==> src/rtl/ext_acc_pkg.sv <==
package ext_acc_pkg;
  typedef enum logic [1:0] {
    SRC_WORD    = 2'b00,
    SRC_LONG    = 2'b01,
    SRC_ACC     = 2'b10,
    SRC_ACC_ALT = 2'b11
  } src_kind_e;

  typedef struct packed {
    logic e;
    logic u;
    logic n;
    logic z;
    logic v;
    logic c;
  } arith_flags_t;
endpackage

==> src/rtl/ext_acc_src_align.sv <==
module ext_acc_src_align #(
  parameter int unsigned EXT_W  = 8,
  parameter int unsigned PART_W = 24
) (
  input  logic [1:0]                    kind,
  input  logic [2*PART_W-1:0]           data,
  input  logic [EXT_W+2*PART_W-1:0]     other_acc,
  output logic [EXT_W+2*PART_W-1:0]     aligned
);
  import ext_acc_pkg::*;
  localparam int unsigned ACC_W  = EXT_W + 2*PART_W;
  localparam int unsigned LONG_W = 2*PART_W;

  // word sits in the upper part: zeros below, sign copies above
  function automatic logic [ACC_W-1:0] place_word(input logic [PART_W-1:0] w);
    return {{EXT_W{w[PART_W-1]}}, w, {PART_W{1'b0}}};
  endfunction

  function automatic logic [ACC_W-1:0] place_long(input logic [LONG_W-1:0] d);
    return {{EXT_W{d[LONG_W-1]}}, d};
  endfunction

  always_comb begin
    unique case (src_kind_e'(kind))
      SRC_WORD: aligned = place_word(data[PART_W-1:0]);
      SRC_LONG: aligned = place_long(data);
      default:  aligned = other_acc;
    endcase
  end
endmodule

==> src/rtl/ext_acc_sum_flags.sv <==
module ext_acc_sum_flags #(
  parameter int unsigned EXT_W  = 8,
  parameter int unsigned PART_W = 24
) (
  input  logic [EXT_W+2*PART_W-1:0] addend_a,
  input  logic [EXT_W+2*PART_W-1:0] addend_b,
  output logic [EXT_W+2*PART_W-1:0] sum,
  output ext_acc_pkg::arith_flags_t flags
);
  import ext_acc_pkg::*;
  localparam int unsigned ACC_W  = EXT_W + 2*PART_W;
  localparam int unsigned TOP    = ACC_W - 1;
  localparam int unsigned NORM   = 2*PART_W - 1;
  localparam int unsigned EXTN_W = EXT_W + 1;

  function automatic logic [ACC_W:0] wide_add(input logic [ACC_W-1:0] a,
                                              input logic [ACC_W-1:0] b);
    return {1'b0, a} + {1'b0, b};
  endfunction

  function automatic logic signed_ovf(input logic sa, input logic sb, input logic sr);
    return (sa == sb) && (sr != sa);
  endfunction

  function automatic logic ext_in_use(input logic [EXTN_W-1:0] s);
    return !((&s) || !(|s));
  endfunction

  logic [ACC_W:0] raw;

  always_comb begin
    raw     = wide_add(addend_a, addend_b);
    sum     = raw[ACC_W-1:0];
    flags.c = raw[ACC_W];
    flags.v = signed_ovf(addend_a[TOP], addend_b[TOP], raw[TOP]);
    flags.n = raw[TOP];
    flags.z = (raw[ACC_W-1:0] == '0);
    flags.e = ext_in_use(raw[TOP:NORM]);
    flags.u = (raw[NORM] == raw[NORM-1]);
  end
endmodule

==> src/rtl/ext_acc_adder.sv <==
module ext_acc_adder #(
  parameter int unsigned EXT_W  = 8,
  parameter int unsigned PART_W = 24
) (
  input  logic                          clk,
  input  logic                          rst,
  input  logic                          start,
  input  logic [1:0]                    src_kind,
  input  logic [2*PART_W-1:0]           src_data,
  input  logic                          dst_sel,
  input  logic                          clr_limit,
  output logic [EXT_W+2*PART_W-1:0]     acc_a,
  output logic [EXT_W+2*PART_W-1:0]     acc_b,
  output logic                          busy,
  output logic                          done,
  output logic                          flag_c,
  output logic                          flag_v,
  output logic                          flag_z,
  output logic                          flag_n,
  output logic                          flag_u,
  output logic                          flag_e,
  output logic                          flag_l
);
  import ext_acc_pkg::*;
  localparam int unsigned ACC_W = EXT_W + 2*PART_W;
  localparam int unsigned N_ACC = 2;

  logic [ACC_W-1:0] acc_q [N_ACC];
  logic [ACC_W-1:0] op_q;
  logic             dst_q;
  logic             busy_q;
  logic             done_q;
  arith_flags_t     flags_q;
  logic             flag_l_q;

  // named internal events
  logic             accept;
  logic             wr_en;
  logic [ACC_W-1:0] aligned;
  logic [ACC_W-1:0] sum;
  arith_flags_t     sum_flags;
  logic             ovf;

  assign accept = start && !busy_q;
  assign wr_en  = busy_q;
  assign ovf    = sum_flags.v;

  ext_acc_src_align #(.EXT_W(EXT_W), .PART_W(PART_W)) u_align (
    .kind      (src_kind),
    .data      (src_data),
    .other_acc (acc_q[~dst_sel]),
    .aligned   (aligned)
  );

  ext_acc_sum_flags #(.EXT_W(EXT_W), .PART_W(PART_W)) u_sum (
    .addend_a (acc_q[dst_q]),
    .addend_b (op_q),
    .sum      (sum),
    .flags    (sum_flags)
  );

  // stage 1: capture operand
  always_ff @(posedge clk) begin
    if (rst) begin
      op_q   <= '0;
      dst_q  <= 1'b0;
      busy_q <= 1'b0;
    end else begin
      busy_q <= accept;
      if (accept) begin
        op_q  <= aligned;
        dst_q <= dst_sel;
      end
    end
  end

  // stage 2: write result and flags
  always_ff @(posedge clk) begin
    if (rst) begin
      for (int i = 0; i < N_ACC; i++) acc_q[i] <= '0;
      flags_q  <= '0;
      flag_l_q <= 1'b0;
      done_q   <= 1'b0;
    end else begin
      done_q <= wr_en;
      if (wr_en) begin
        for (int i = 0; i < N_ACC; i++)
          if (dst_q == i[0]) acc_q[i] <= sum;
        flags_q <= sum_flags;
      end
      flag_l_q <= (flag_l_q && !clr_limit) || (wr_en && ovf);
    end
  end

  assign acc_a  = acc_q[0];
  assign acc_b  = acc_q[1];
  assign busy   = busy_q;
  assign done   = done_q;
  assign flag_c = flags_q.c;
  assign flag_v = flags_q.v;
  assign flag_z = flags_q.z;
  assign flag_n = flags_q.n;
  assign flag_u = flags_q.u;
  assign flag_e = flags_q.e;
  assign flag_l = flag_l_q;

  assert_busy_then_done_R5: assert property (@(posedge clk) disable iff (rst)
    busy_q |=> done_q);
  assert_done_one_cycle_R5: assert property (@(posedge clk) disable iff (rst)
    done_q |=> !done_q);
  assert_start_ignored_R6: assert property (@(posedge clk) disable iff (rst)
    busy_q |=> !busy_q);
  assert_other_acc_kept_R4: assert property (@(posedge clk) disable iff (rst)
    (wr_en && !dst_q) |=> (acc_q[1] == $past(acc_q[1])));
  assert_other_acc_kept_b_R4: assert property (@(posedge clk) disable iff (rst)
    (wr_en && dst_q) |=> (acc_q[0] == $past(acc_q[0])));
  assert_n_tracks_R7: assert property (@(posedge clk) disable iff (rst)
    done_q |-> (flags_q.n == acc_q[dst_q][ACC_W-1]));
  assert_limit_sticky_R9: assert property (@(posedge clk) disable iff (rst)
    (flag_l_q && !clr_limit) |=> flag_l_q);
  assert_limit_on_ovf_R9: assert property (@(posedge clk) disable iff (rst)
    (wr_en && ovf) |=> flag_l_q);
endmodule

==> config.mk <==
export PLATFORM = sky130hd
export DESIGN_NAME = ext_acc_adder
export DESIGN_NICKNAME = d
export VERILOG_FILES = /design/src/rtl/ext_acc_pkg.sv /design/src/rtl/ext_acc_src_align.sv /design/src/rtl/ext_acc_sum_flags.sv /design/src/rtl/ext_acc_adder.sv
export SDC_FILE = /design/constraint.sdc
export NUM_CORES = 1
export LEC_CHECK = 0
export BUFFER_PORTS_ARGS = -buffer_cell sky130_fd_sc_hd__buf_2
export CAP_MARGIN = 20
export CORE_ASPECT_RATIO = 0.7
export CORE_UTILIZATION = 53
export CTS_CLUSTER_SIZE = 30
export DETAILED_ROUTE_END_ITERATION = 12
export GPL_TIMING_DRIVEN = 0
export MAX_ROUTING_LAYER = met4
export PLACE_DENSITY = 0.78
export SLEW_MARGIN = 20
export SYNTH_ARGS = -nofsm -noshare
export SYNTH_HDL_FRONTEND = slang
export SYNTH_SLANG_ARGS = --single-unit
==> constraint.sdc <==
create_clock -name clk -period 5.3 [get_ports clk]
set_input_delay 0.265 -clock clk [delete_from_list [all_inputs] [get_ports clk]]
set_output_delay 0.265 -clock clk [all_outputs]
set_load 0.1 [all_outputs]
==> impl_metrics.py <==
metrics = {
    "routing": {
        "drt_first_iter_violations": 1895,
        "vias_per_cell": 6.64,
        "vias": 11800,
        "detail_route.first_pass.iterations": 6,
        "antenna_left": 0,
        "drcViolationCount": 0,
        "totalWireLength_um": 43800,
        "routedWlPerCell_um": 24.6,
    },
    "sta": {
        "final.min_clock_period_ps": 5810,
        "clock_skew_ps": 12.8,
        "drv_slew": 0,
        "timing.final.ws_setup_ps": -507,
        "period_share_pct": 110,
        "worstMarginPinSlew_ps": 1150,
        "slew-limit-headroom_pct": 23.1,
        "unrepaired_setup_endpoints_after_global_routing": "true",
        "max_clock_freq_mhz": 172,
        "finalSetupViolCount": 1,
        "finalHoldViolations": 0,
        "worst_hold_slack_ps": 7.04,
    },
    "final_layout": {
        "most_frequent_cells_in_the_layout": "buf_2, nor2_1, edfxtp_1, mux2_2, a21oi_1",
        "layout_stage_area_growth_over_the_synthesis_result_pct": 24.7,
        "post-route-util_pct": 67.7,
        "post_route_cells_drive_above_1_share_pct": 29.0,
        "antenna_cells": 0,
        "stdcell_area_sq_um": 14700,
        "stdcell_count": 1781,
        "layout.nets": 1599,
        "most_frequent_standard_cell_in_the_layout_excluding_fill_and_tap_cells": "buf_2",
    },
    "synth": {
        "postSynthNetCount": 1377,
        "dominantRegCellSynth": "edfxtp_1",
        "ys_seq_elements": 179,
        "postSynth.asyncResetShare_pct": 0,
        "synth_enable_flop_cells": 112,
        "synth_seq_area_share_pct": 39.9,
        "avgSynthCellArea_sq_um": 9.34,
        "synth_area_sq_um": 11800,
        "yosysWarnings": 0,
        "synth.distinct_cells": 72,
        "synthCells": 1264,
    },
    "critical_path": {
        "criticalPathCategory": "reg2reg",
        "worst_r2r_endpoint": "flag_z",
        "reg2reg_setup_slack_ps": -510,
        "setup.worst_path.end_class": "flip-flop",
        "arrival_ps": 6200,
        "critical_path.max_fanout": 7,
        "crit_required_ps": 5700,
        "worst-r2r-cell-count": 24,
        "worst_setup_path_endpoint": "flag_z",
        "worst_setup_path_start_kind": "flip-flop",
    },
    "job": {
        "max-cap-violations": 0,
    },
    "die": {
        "core_box_area_sq_um": 21700,
        "die_h_um": 127,
        "io-pin-count": 176,
        "floorplan.die_area_sq_um": 22900,
        "fp.dieW_um": 180,
        "rows": 45,
        "floorplan.initialDensity_pct": 54.3,
    },
    "grt": {
        "grt.overflow.total": 0,
        "grt_max_degree": 45,
        "initial_antenna_violation_count": 0,
        "first_global_vias": 10700,
        "grt_use_total_pct": 38.8,
        "grt_pass1_wl_um": 64800,
    },
    "placed_design": {
        "placement.cell_area_sq_um": 13100,
        "detailed_place_hpwl_um": 31900,
        "routabilityCongestion": 1.01,
        "place_inst": 1720,
        "io_buffers": 172,
    },
    "status": {
        "outcome": "finished with violations",
        "failing_checks": "negative setup slack",
    },
    "power": {
        "irDropWorstVdd_mv": 0.222,
        "p_total_uw": 4680,
        "p_per_area_nw_per_um2": 318,
        "power.leakage_uw": 0.00608,
    },
    "clock_tree": {
        "clkSlewWorstSetupHoldPaths_ps": 70,
        "clock-sinks": 179,
        "clock_insertion_delay_worst_skew_ps": 450,
        "cts_bufs_inserted": 17,
        "tritoncts": "yes",
        "cts.root.buffer_cell": "clkbuf_16",
        "clockBufferDepth": 2,
        "h-tree-depth": 4,
    },
    "worst_hold_path": {
        "worst_hold_path_type": "in2reg",
    },
}
## logic make-up after synthesis
group | count (synthesis) | synth area share [%]
flops | 179 | 39.9
xor+xnor | 37 | 2.75
buf+inv | 105 | 3.46
fa+ha+maj | 58 | 6.21
simple gates | 421 | 17.2
compound gates | 345 | 19.5
mux | 119 | 11.0
## registers in the layout, indices dropped and copies added, names as in the netlist, named ones only
name and count:
busy 1, acc_q 112, flag_c 1, flag_n 1, dst_q 1, op_q 56, flag_u 1, flag_z 1
flag_v 1, flag_e 1, flag_l 1, done 1
## metrics by stage
step	worst slack [ps]	TNS, ps
after floorplan	5.62	0
after global placement	-2360	-2680
after detailed placement	-2300	-2650
after CTS	-285	-285
after global routing	-613	-613
final	-507	-507
## what timing repair did
item,4_1_cts,5_1_grt
hold buffers,0,0
buffers inserted,28,17
gates cloned,3,0
resized for setup,129,16
pin swaps,35,23
endpoints found under the setup margin,3,1
## synthesized netlist by cell type, types with 7 or more instances
master	number	share of area, %
nor2_1	153	4.9
edfxtp_1	112	28
a21oi_1	94	4.0
mux2_2	89	8.5
nand2_1	85	2.7
a211oi_1	82	5.2
clkbuf_1	76	2.4
dfxtp_1	67	11
ha_1	57	6.0
nor3_1	53	2.2
o21ai_0	42	1.8
a21o_1	36	2.3
nor2b_1	33	1.7
mux2i_1	30	2.5
nand4_1	21	1.1
xnor2_1	20	1.5
inv_1	19	0.60
xor2_1	17	1.3
and2_1	12	0.64
nand3_1	12	0.51
o21a_1	12	0.76
a31oi_1	11	0.58
and3_1	9	0.48
o211ai_1	8	0.51
o21bai_1	7	0.45
## layer usage
layer | wire length (um) | track usage, % | part of all wire (%) | vias up
li1 | - | - | - | 5164
met1 | 18800 | 55.0 | 43 | 5622
met2 | 17900 | 54.1 | 41 | 936
met3 | 6000 | 10.8 | 14 | 110
met4 | 1040 | 9.70 | 2.4 | 0
met5 | 0 | - | 0 | -
## layout make-up
type                    count  area, sq um
plain buffers              68          373
clock buffers              20          437
clock inverters            12          170
fillers                  1694         7010
inverters                  19         71.3
multi-input cells         980         7310
flip-flops and latches    179         4710
well taps                 282          353
repair buffers            221         1300
## how the worst min path moves through the flow
stage | slack, ps | from | end | cells after the start
CTS | 6 | clr_limit | flag_l | 2
finish | 7 | clr_limit | flag_l | 2
floorplan | 360 | clr_limit | flag_l | 1
detailed placement | 450 | flag_z | flag_z | 1
global placement | 440 | flag_z | flag_z | 1
global route | 20 | clr_limit | flag_l | 2
## power breakdown
part | internal [uW] | switching [uW] | total (uW)
registers | 1580 | 78.0 | 1660
clock network | 755 | 601 | 1360
logic | 502 | 1160 | 1660
total | 2840 | 1840 | 4680
## worst max-delay path, stage by stage, from the launching register on
cell       delay (ps)
dfxtp_4           380
clkbuf_16         190
buf_4             130
clkbuf_16         140
mux2_2            330
ha_2              330
a21o_1            230
a21o_1            230
a21oi_4           230
nand2_1            80
a211o_1           340
a21oi_2           230
o31ai_4           130
mux2i_2           200
nand2_2           120
ha_2              190
and4_4            260
o211ai_1          110
nand4b_1          190
and4b_1           310
nand3_1           110
nand4b_1          210
or4_4             580
nor4_4            400
a21o_1            120
Note: power is estimated with default switching activity, not from simulation.
